`src/rtl/fpcmp_pkg.sv`:
```
// Shared types for the scalar compare flag unit.
// Assumes magnitudes of both precisions fit in MAG_W bits (double: 63).
package fpcmp_pkg;

    localparam int SP_EXP_W  = 8;
    localparam int SP_FRAC_W = 23;
    localparam int DP_EXP_W  = 11;
    localparam int DP_FRAC_W = 52;
    localparam int SP_W      = SP_EXP_W + SP_FRAC_W + 1;
    localparam int DP_W      = DP_EXP_W + DP_FRAC_W + 1;
    localparam int MAG_W     = DP_W - 1;

    // Decoded view of one operand.
    typedef struct packed {
        logic             sign;
        logic             is_nan;
        logic             is_snan;
        logic             is_zero;
        logic             is_denorm;
        logic [MAG_W-1:0] mag;
    } fp_class_t;

    typedef enum logic [1:0] {
        OUT_GT = 2'd0,
        OUT_LT = 2'd1,
        OUT_EQ = 2'd2,
        OUT_UN = 2'd3
    } outcome_e;

    // Six-bit status word held by the flag register.
    typedef struct packed {
        logic of;
        logic sf;
        logic af;
        logic zf;
        logic pf;
        logic cf;
    } flags_t;

    // Map an outcome to its status word; side bits always cleared.
    function automatic flags_t encode_flags(outcome_e o);
        flags_t f;
        f = '0;
        case (o)
            OUT_GT:  {f.zf, f.pf, f.cf} = 3'b000;
            OUT_LT:  {f.zf, f.pf, f.cf} = 3'b001;
            OUT_EQ:  {f.zf, f.pf, f.cf} = 3'b100;
            default: {f.zf, f.pf, f.cf} = 3'b111;
        endcase
        return f;
    endfunction

endpackage

```
`src/rtl/fpcmp_classify.sv`:
```
// Decodes one IEEE-754 value of width EXP_W+FRAC_W+1 into class bits and an
// unsigned magnitude (exponent and fraction), zero-extended to MAG_W.
// Assumes EXP_W+FRAC_W <= MAG_W.
module fpcmp_classify
    import fpcmp_pkg::*;
#(
    parameter int EXP_W  = 11,
    parameter int FRAC_W = 52,
    localparam int VAL_W = EXP_W + FRAC_W + 1
) (
    input  logic [VAL_W-1:0] value,
    output fp_class_t        cls
);

    logic [EXP_W-1:0]  exp_f;
    logic [FRAC_W-1:0] frac_f;
    logic              exp_all_ones;
    logic              exp_all_zero;
    logic              frac_nonzero;

    // Split fields and reduce them.
    always_comb begin
        exp_f        = value[VAL_W-2:FRAC_W];
        frac_f       = value[FRAC_W-1:0];
        exp_all_ones = &exp_f;
        exp_all_zero = ~|exp_f;
        frac_nonzero = |frac_f;
    end

    // Form the class record.
    always_comb begin
        cls.sign      = value[VAL_W-1];
        cls.is_nan    = exp_all_ones & frac_nonzero;
        cls.is_snan   = exp_all_ones & frac_nonzero & ~frac_f[FRAC_W-1];
        cls.is_zero   = exp_all_zero & ~frac_nonzero;
        cls.is_denorm = exp_all_zero & frac_nonzero;
        cls.mag       = MAG_W'(value[VAL_W-2:0]);
    end

endmodule

```
`src/rtl/fpcmp_order.sv`:
```
// Orders two classified operands into one of four outcomes.
// Assumes NaN detection is already in the class records; zeros of either sign
// are equal; denormals are compared by raw magnitude (no flushing).
module fpcmp_order
    import fpcmp_pkg::*;
(
    input  logic      clk,
    input  logic      rst_n,
    input  fp_class_t cls_a,
    input  fp_class_t cls_b,
    output outcome_e  outcome
);

    logic unord, both_zero, mag_eq, a_mag_gt, a_above;
    logic is_gt, is_lt, is_eq;

    // Raw relations between magnitudes and signs.
    always_comb begin
        unord     = cls_a.is_nan | cls_b.is_nan;
        both_zero = cls_a.is_zero & cls_b.is_zero;
        mag_eq    = (cls_a.mag == cls_b.mag);
        a_mag_gt  = (cls_a.mag > cls_b.mag);
        if (cls_a.sign != cls_b.sign)
            a_above = ~cls_a.sign;
        else if (!cls_a.sign)
            a_above = a_mag_gt;
        else
            a_above = ~a_mag_gt & ~mag_eq;
    end

    // Resolve into exclusive outcome lines.
    always_comb begin
        is_eq = ~unord & (both_zero | ((cls_a.sign == cls_b.sign) & mag_eq));
        is_gt = ~unord & ~is_eq & a_above;
        is_lt = ~unord & ~is_eq & ~a_above;
    end

    // Encode the outcome lines.
    always_comb begin
        if (unord)      outcome = OUT_UN;
        else if (is_eq) outcome = OUT_EQ;
        else if (is_gt) outcome = OUT_GT;
        else            outcome = OUT_LT;
    end

    // Exactly one of the four outcome lines is active.
    assert_single_outcome_R2: assert property (@(posedge clk) disable iff (!rst_n)
        $countones({is_gt, is_lt, is_eq, unord}) == 1);

endmodule

```
`src/rtl/fpcmp_except.sv`:
```
// Detects invalid and denormal conditions and decides whether they trap.
// Assumes mask bits use 1 = masked.
module fpcmp_except
    import fpcmp_pkg::*;
(
    input  fp_class_t cls_a,
    input  fp_class_t cls_b,
    input  logic      ordered_mode,
    input  logic      mask_invalid,
    input  logic      mask_denorm,
    output logic      raise_inv,
    output logic      raise_den,
    output logic      trap
);

    logic any_nan, any_snan;

    // Select the invalid rule for the mode and gate with the masks.
    always_comb begin
        any_nan   = cls_a.is_nan | cls_b.is_nan;
        any_snan  = cls_a.is_snan | cls_b.is_snan;
        raise_inv = ordered_mode ? any_nan : any_snan;
        raise_den = cls_a.is_denorm | cls_b.is_denorm;
        trap      = (raise_inv & ~mask_invalid) | (raise_den & ~mask_denorm);
    end

endmodule

```
`src/rtl/fpcmp_flagreg.sv`:
```
// Holds the status word and the per-compare exception outputs.
// Assumes in_valid is a one-cycle strobe; the status word updates only on an
// untrapped compare and otherwise holds.
module fpcmp_flagreg
    import fpcmp_pkg::*;
(
    input  logic     clk,
    input  logic     rst_n,
    input  logic     in_valid,
    input  outcome_e outcome,
    input  logic     raise_inv,
    input  logic     raise_den,
    input  logic     trap,
    output flags_t   flags,
    output logic     out_valid,
    output logic     exc_invalid,
    output logic     exc_denorm,
    output logic     exc_trap
);

    // Register the strobe, the exception report and the status word.
    always_ff @(posedge clk) begin
        if (!rst_n) begin
            flags       <= '0;
            out_valid   <= 1'b0;
            exc_invalid <= 1'b0;
            exc_denorm  <= 1'b0;
            exc_trap    <= 1'b0;
        end else begin
            out_valid   <= in_valid;
            exc_invalid <= in_valid & raise_inv;
            exc_denorm  <= in_valid & raise_den;
            exc_trap    <= in_valid & trap;
            if (in_valid && !trap)
                flags <= encode_flags(outcome);
        end
    end

    // A trapped compare leaves the flags as they were.
    assert_trap_hold_R8: assert property (@(posedge clk) disable iff (!rst_n)
        (out_valid && exc_trap) |-> (flags == $past(flags)));

    // No strobe: no result and unchanged flags next cycle.
    assert_idle_hold_R10: assert property (@(posedge clk) disable iff (!rst_n)
        !in_valid |=> (!out_valid && $stable(flags)));

    // Only the four legal codes ever appear.
    assert_legal_code_R2: assert property (@(posedge clk) disable iff (!rst_n)
        ({flags.zf, flags.pf, flags.cf} == 3'b000) || ({flags.zf, flags.pf, flags.cf} == 3'b001) ||
        ({flags.zf, flags.pf, flags.cf} == 3'b100) || ({flags.zf, flags.pf, flags.cf} == 3'b111));

endmodule

```
`src/rtl/fp_cmp_flags.sv`:
```
// Top of the scalar compare flag unit: classifies both operands in each
// precision, selects one precision, orders, detects exceptions, registers.
// Assumes operands are right-aligned on OPND_W-bit buses.
module fp_cmp_flags
    import fpcmp_pkg::*;
#(
    parameter int OPND_W = 128
) (
    input  logic              clk,
    input  logic              rst_n,
    input  logic              in_valid,
    input  logic              dbl_sel,
    input  logic              ordered_mode,
    input  logic              mask_invalid,
    input  logic              mask_denorm,
    input  logic [OPND_W-1:0] opa,
    input  logic [OPND_W-1:0] opb,
    output logic              out_valid,
    output logic              zf,
    output logic              pf,
    output logic              cf,
    output logic              of,
    output logic              sf,
    output logic              af,
    output logic              exc_invalid,
    output logic              exc_denorm,
    output logic              exc_trap
);

    localparam int N_OPND = 2;

    logic [OPND_W-1:0] opnd    [N_OPND];
    fp_class_t         cls_sp  [N_OPND];
    fp_class_t         cls_dp  [N_OPND];
    fp_class_t         cls_sel [N_OPND];
    outcome_e          outcome;
    logic              raise_inv, raise_den, trap;
    flags_t            flags;
    logic              unused_hi_bits;

    assign opnd[0] = opa;
    assign opnd[1] = opb;
    assign unused_hi_bits = ^{opa[OPND_W-1:DP_W], opb[OPND_W-1:DP_W]};

    // One classifier pair per operand, then a precision mux.
    for (genvar g = 0; g < N_OPND; g++) begin : g_opnd
        fpcmp_classify #(.EXP_W(SP_EXP_W), .FRAC_W(SP_FRAC_W)) u_sp (
            .value (opnd[g][SP_W-1:0]),
            .cls   (cls_sp[g])
        );
        fpcmp_classify #(.EXP_W(DP_EXP_W), .FRAC_W(DP_FRAC_W)) u_dp (
            .value (opnd[g][DP_W-1:0]),
            .cls   (cls_dp[g])
        );
        assign cls_sel[g] = dbl_sel ? cls_dp[g] : cls_sp[g];
    end

    fpcmp_order u_order (
        .clk     (clk),
        .rst_n   (rst_n),
        .cls_a   (cls_sel[0]),
        .cls_b   (cls_sel[1]),
        .outcome (outcome)
    );

    fpcmp_except u_except (
        .cls_a        (cls_sel[0]),
        .cls_b        (cls_sel[1]),
        .ordered_mode (ordered_mode),
        .mask_invalid (mask_invalid),
        .mask_denorm  (mask_denorm),
        .raise_inv    (raise_inv),
        .raise_den    (raise_den),
        .trap         (trap)
    );

    fpcmp_flagreg u_flagreg (
        .clk         (clk),
        .rst_n       (rst_n),
        .in_valid    (in_valid),
        .outcome     (outcome),
        .raise_inv   (raise_inv),
        .raise_den   (raise_den),
        .trap        (trap),
        .flags       (flags),
        .out_valid   (out_valid),
        .exc_invalid (exc_invalid),
        .exc_denorm  (exc_denorm),
        .exc_trap    (exc_trap)
    );

    // Break the status word out to the flag pins.
    always_comb begin
        zf = flags.zf;
        pf = flags.pf;
        cf = flags.cf;
        of = flags.of;
        sf = flags.sf;
        af = flags.af;
    end

    // A NaN input without a trap yields the unordered code.
    assert_nan_unordered_R1: assert property (@(posedge clk) disable iff (!rst_n)
        (in_valid && (cls_sel[0].is_nan || cls_sel[1].is_nan) && !trap)
            |=> ({zf, pf, cf} == 3'b111));

    // A signalling NaN is invalid in both modes.
    assert_snan_invalid_R6: assert property (@(posedge clk) disable iff (!rst_n)
        (in_valid && (cls_sel[0].is_snan || cls_sel[1].is_snan)) |=> exc_invalid);

endmodule

```
`config.mk`:
```
export PLATFORM = sky130hd
export DESIGN_NAME = fp_cmp_flags
export DESIGN_NICKNAME = d
export VERILOG_FILES = /design/src/rtl/fpcmp_pkg.sv /design/src/rtl/fpcmp_classify.sv /design/src/rtl/fpcmp_order.sv /design/src/rtl/fpcmp_except.sv /design/src/rtl/fpcmp_flagreg.sv /design/src/rtl/fp_cmp_flags.sv
export SDC_FILE = /design/constraint.sdc
export NUM_CORES = 1
export LEC_CHECK = 0
export BUFFER_PORTS_ARGS = -buffer_cell sky130_fd_sc_hd__buf_4
export CAP_MARGIN = 20
export CORE_AREA = 2 2 106 108
export CTS_BUF_LIST = sky130_fd_sc_hd__clkbuf_16
export DETAILED_ROUTE_END_ITERATION = 6
export DIE_AREA = 0 0 108 110
export PLACE_DENSITY = 0.68
export SLEW_MARGIN = 20
export SYNTH_ARGS = -nofsm -noshare
export SYNTH_HDL_FRONTEND = slang
export SYNTH_SLANG_ARGS = --single-unit
```
`constraint.sdc`:
```
create_clock -name clk -period 3.7 [get_ports clk]
set_input_delay 0.555 -clock clk [delete_from_list [all_inputs] [get_ports clk]]
set_output_delay 0.555 -clock clk [all_outputs]
set_load 0.02 [all_outputs]
```
# Yosys cells after proc, flatten, opt, wreduce, memory -nomap -nowiden
# Cells that the tools add are included.
[classes] n_reduce_logical=19 n_addsub=0 multipliers=0 shifts=0 n_lt_le_gt_ge=1 muxes=9 n_div=0 n_bitwise=47 n_eq_ne=5
[ops] op="68-bit two-way mux" count=2
[ops] op="52-bit OR reduction" count=2
[ops] op="63-bit == test" count=1
[ops] op="63-bit > comparator" count=1
[ops] op="23-bit OR reduction" count=2
[ops] op="1-bit AND" count=27
[ops] op="11-bit AND reduction" count=2
[ops] op="11-bit OR reduction" count=2
[ops] op="8-bit AND reduction" count=2
[ops] op="8-bit OR reduction" count=2
[ops] op="1-bit inverter" count=15
[ops] op="3-bit one-hot mux with 3 select lines" count=1
[ops] op="1-bit logical NOT" count=5
[ops] op="1-bit OR" count=5
[ops] op="1-bit two-way mux" count=4
[ops] op="2-bit two-way mux" count=2
[ops] op="2-bit by 1-bit == test with 1-bit output, second input constant" count=1
[ops] op="2-bit == test, second input constant" count=1
[ops] op="2-bit logical NOT" count=1
[ops] op="1-bit == test" count=1
[ops] op="1-bit logical AND" count=1
[ops] op="1-bit != test" count=1
[word_totals] output_inout_bits=10 mem_bits_rw=0 latchBits=0 rom_bits=0 input_bits=263 mem_count=0 word_cells=88 regBits=7

# Logic depth before layout (Yosys ltp)
[depth] word_depth=16 ltp_mapped=13 mapped_depth_nobuf=10

# Hierarchy
# From an unflattened synthesis, not the netlist that was laid out.
[hier_totals] hier_cells=768 hier_area_um2=6296.0
[by_module_without_submodules] mod="fp_cmp_flags" cells_each=151 n_inst=1 area_per_inst_um2=1794.2 seq_area_each_um2=0.0
[by_module_without_submodules] mod="fpcmp_order" cells_each=234 n_inst=1 area_per_inst_um2=1661.6 seq_area_each_um2=0.0
[by_module_without_submodules] mod="fpcmp_classify (g_opnd[0].u_dp ...)" cells_each=95 n_inst=2 area_per_inst_um2=676.9 seq_area_each_um2=0.0
[by_module_without_submodules] mod="fpcmp_classify (g_opnd[0].u_sp ...)" cells_each=82 n_inst=2 area_per_inst_um2=596.8 seq_area_each_um2=0.0
[by_module_without_submodules] mod="fpcmp_flagreg" cells_each=23 n_inst=1 area_per_inst_um2=260.2 seq_area_each_um2=140.1
[by_module_without_submodules] mod="fpcmp_except" cells_each=6 n_inst=1 area_per_inst_um2=32.5 seq_area_each_um2=0.0

# Worst setup path before layout
# Ideal clock, no wire load.
[synth_path] path_kind="input to register" startpoint="input dbl_sel" endpoint="register, netlist name u_flagreg.flags[0]" setup_ns=0.122 setup_slack_ns=0.510 path_buffers=3 cell_stages=13 arrival_ns=3.069 t_required_ns=3.578 path_cell_list="buf_4 > buf_6 > clkbuf_1 > nand2_1 > ha_1 > a21oi_1 > o21ai_1 > a221o_1 > a311o_1 > a211oi_2 > a21oi_1 > o31a_1 > o311a_1"
[synth_between] elab_chain_cells=13 word_cells_on_any_way=36 cone_classes="order compare: 1; eq/ne: 5; mux: 9; bitwise: 18; reduce/logical: 3"
[synth_lines] item="start, declared" line_no="fp_cmp_flags.sv:12" source="input logic dbl_sel,"
[synth_lines] item="branches (longest 13 deep; another with 63-bit > comparator)"
# Several ways; the timed one is not identified.
# A chain may end at the register's enable or synchronous reset.

# Worst setup path after layout
[layout_path] startpoint="input dbl_sel" endpoint="register, netlist name u_flagreg.flags[0]"
[layout_between] elab_chain_cells=13 word_cells_on_any_way=36 cone_classes="order compare: 1; eq/ne: 5; mux: 9; bitwise: 18; reduce/logical: 3"
[layout_lines] item="branches (longest 13 deep; another with 63-bit > comparator)"
# Several ways; the timed one is not identified.

==> reports/qor.yml <==
status: "complete, no violations"
vias: 3307
syn2layout_area_growth_pct: 46.2
hp-class: "reg2reg"
skew_ns: 0
antenna_found_initial: 1
cts-resized-gates: 0
yosys_warnings: 0
die_h_um: 110
first_pass_iters: 4
synth_top_area_cell: "ha_1"
start_kind: "input port"
cts_tree: "done"
worstPathArrival_ns: 3.38
ys.flop_type: "dfxtp_1"
crit_type: "in2reg"
top_level_ports: 273
crit_family: "simple AND/OR/NAND/NOR gates"
min_period_ns: 3.27
ys_async_sr_fraction_pct: 0
slew_headroom_pct: 59.1
setup-tns-final_ns: 0
rsz0062_at_grt: "false"
clk_path_buf_depth: 2
start_util_pct: 25.6
die_x_um: 108
reg2reg_from: "u_flagreg.flags[2]"
drc_errors: 0
placementRows: 38
synth_top_area_share_pct: 28.8
top_usage_layer: "met2"
whs_ns: 0.541
ys_seq_elements: 7
syn_area_um2: 2740
cts_setup_buffers: 0
vias_per_cell: 5.01
min_from: "u_flagreg.flags[1]"
gr-total-overflow: 0
syn_inst: 382
synth_area_per_cell_um2: 7.17
drt-total-wl_um: 9410
use_met2_pct: 28.7
cp_max_fo: 66
worstSkewPairLatency_ns: 0.23
cp-startpoint: "dbl_sel"
setup_violations: 0
cap_violations: 0
worst-endpoint-required_ns: 3.81
path_cells: "buf_4, nand2_1, ha_1, nand4_1, nor3_1, and3_1, o311a_1, a211oi_2, and4b_2, o31a_1, o311a_1"
ys_top_cells_by_count: "ha_1 (63), nand2_1 (55), inv_1 (37)"
place_hpwl_um: 8560
slew_violations: 0
grt_use_met1_pct: 17.8
hold_buffers: 0
clkTransAtPathRegs_ns: 0.04
grt_max_degree: 67
slowest_delay_ns: 0.42
core_um2: 10700
grt_usage_pct: 15.1
cts_made_buffers: 3
gp_congestion: 0.873
fin_cells: 660
cpMaxStageDelayCell: "buf_4"
ir_drop_mv: 0.145
synth-edff-count: 0
yosysMostFrequentCell: "ha_1"
grt_use_met3_pct: 3.06
first_global_vias: 3310
synth_area_leaders: "ha_1 (29%), nand2_1 (7.5%), and2_1 (7.3%), nor4_1 (5.5%), dfxtp_1 (5.1%)"
die_area_um2: 11900
drive_gt1_share_pct: 31.6
post-route-period-util_pct: 88.4
cts.sinks: 7
grt_pass1_wl_um: 14700
ys_types: 52
fmax_mhz: 306
nNetsFinal: 846
hold_viol: 0
setup.worst_path.end_class: "register"
root_buffer: "clkbuf_16"
drtIter0Drc: 125
dp.cells: 655
path_buf_inv: 1
numPortBuffers: 141
cpMostUsedCell: "o311a_1"
ant_nets: 0
p_leak_nw: 2.00
powerDensity_nw_per_um2: 159
yosysSeqAreaShare_pct: 5.11
drt-wirelength-per-cell_um: 14.3
worst_pin_slew_ns: 0.608
cts_max_level: 1
## placed cells by master (no fill, tap or decap), types with 4 or more instances in the layout
cell type	netlist	layout
nor4_2	6	6
a21oi_1	25	25
nor3_1	11	11
nand2_1	55	55
buf_4	4	142
nor2_1	12	12
nor4_1	24	24
dfxtp_1	7	7
ha_1	63	63
nand4_1	21	21
o21ai_0	5	5
a21o_1	4	4
nand3_1	15	15
and2_1	32	32
inv_1	37	38
## state kept, by name, indices dropped and copies added, names as in the netlist
name                   cells
u_flagreg.exc_invalid      1
u_flagreg.exc_denorm       1
u_flagreg.flags            3
u_flagreg.out_valid        1
u_flagreg.exc_trap         1
## layer usage
layer,routed length [um],part of all wire [%],vias to the layer above
li1,-,-,1696
met1,3890,41,1461
met2,4510,48,138
met3,883,9.4,12
met4,122,1.3,0
met5,0,0,-
## power breakdown
group | total (mW) | leakage, nW | internal, mW | switching (mW)
registers | 0.0805 | 0.0573 | 0.0793 | 0.00127
clock network | 0.182 | 0.0423 | 0.141 | 0.0415
logic | 0.375 | 1.90 | 0.195 | 0.180
## per-stage QoR
stage               power (mW)  utilization, %  cell area (um2)  setup slack, ns
global placement         0.446            36.7             3930            0.247
floorplan                0.269               -             2750            0.510
finish                   0.638            37.5             4010            0.429
global route             0.691            37.4             4000            0.212
detailed placement       0.457            36.7             3930            0.191
CTS                      0.643            37.4             4000            0.423
## final cells by class
| cell class | instances | area [um2] |
|---|---|---|
| repair buffers | 142 | 1070 |
| fillers | 1101 | 6690 |
| flip-flops and latches | 7 | 140 |
| multi-input cells | 329 | 2400 |
| inverters | 37 | 139 |
| clock inverters | 1 | 3.75 |
| diodes | 1 | 2.50 |
| clock buffers | 3 | 75.1 |
| well taps | 140 | 175 |
## worst paths after layout
| path | end | slack [ns] | cells after the start |
|---|---|---|---|
| worst max register to register | u_flagreg.flags[2] | 3.01 | 2 |
| worst min register to register | u_flagreg.flags[1] | 0.54 | 2 |
| worst min-delay path | u_flagreg.flags[1] | 0.54 | 2 |
| worst max-delay path | u_flagreg.flags[0] | 0.43 | 11 |
## kinds of logic (layout without fill, tap and decap cells)
family                   after synthesis  after routing  share of synthesized area [%]
AO/OA/AOI/OAI                         64             64                           16.2
adder cells (fa/ha/maj)               63             63                           28.8
flip-flops                             7              7                           5.11
buffers and inverters                 48            183                           7.40
other                                  1              4                          0.137
multiplexers                           3              3                           1.14
AND/OR/NAND/NOR                      196            196                           41.2
## worst reg2reg max path, cell delays in order (launching register included)
cell      delay, ns
dfxtp_1        0.30
nand2b_1       0.14
o311a_1        0.13
(Power assumes the default switching activity.)
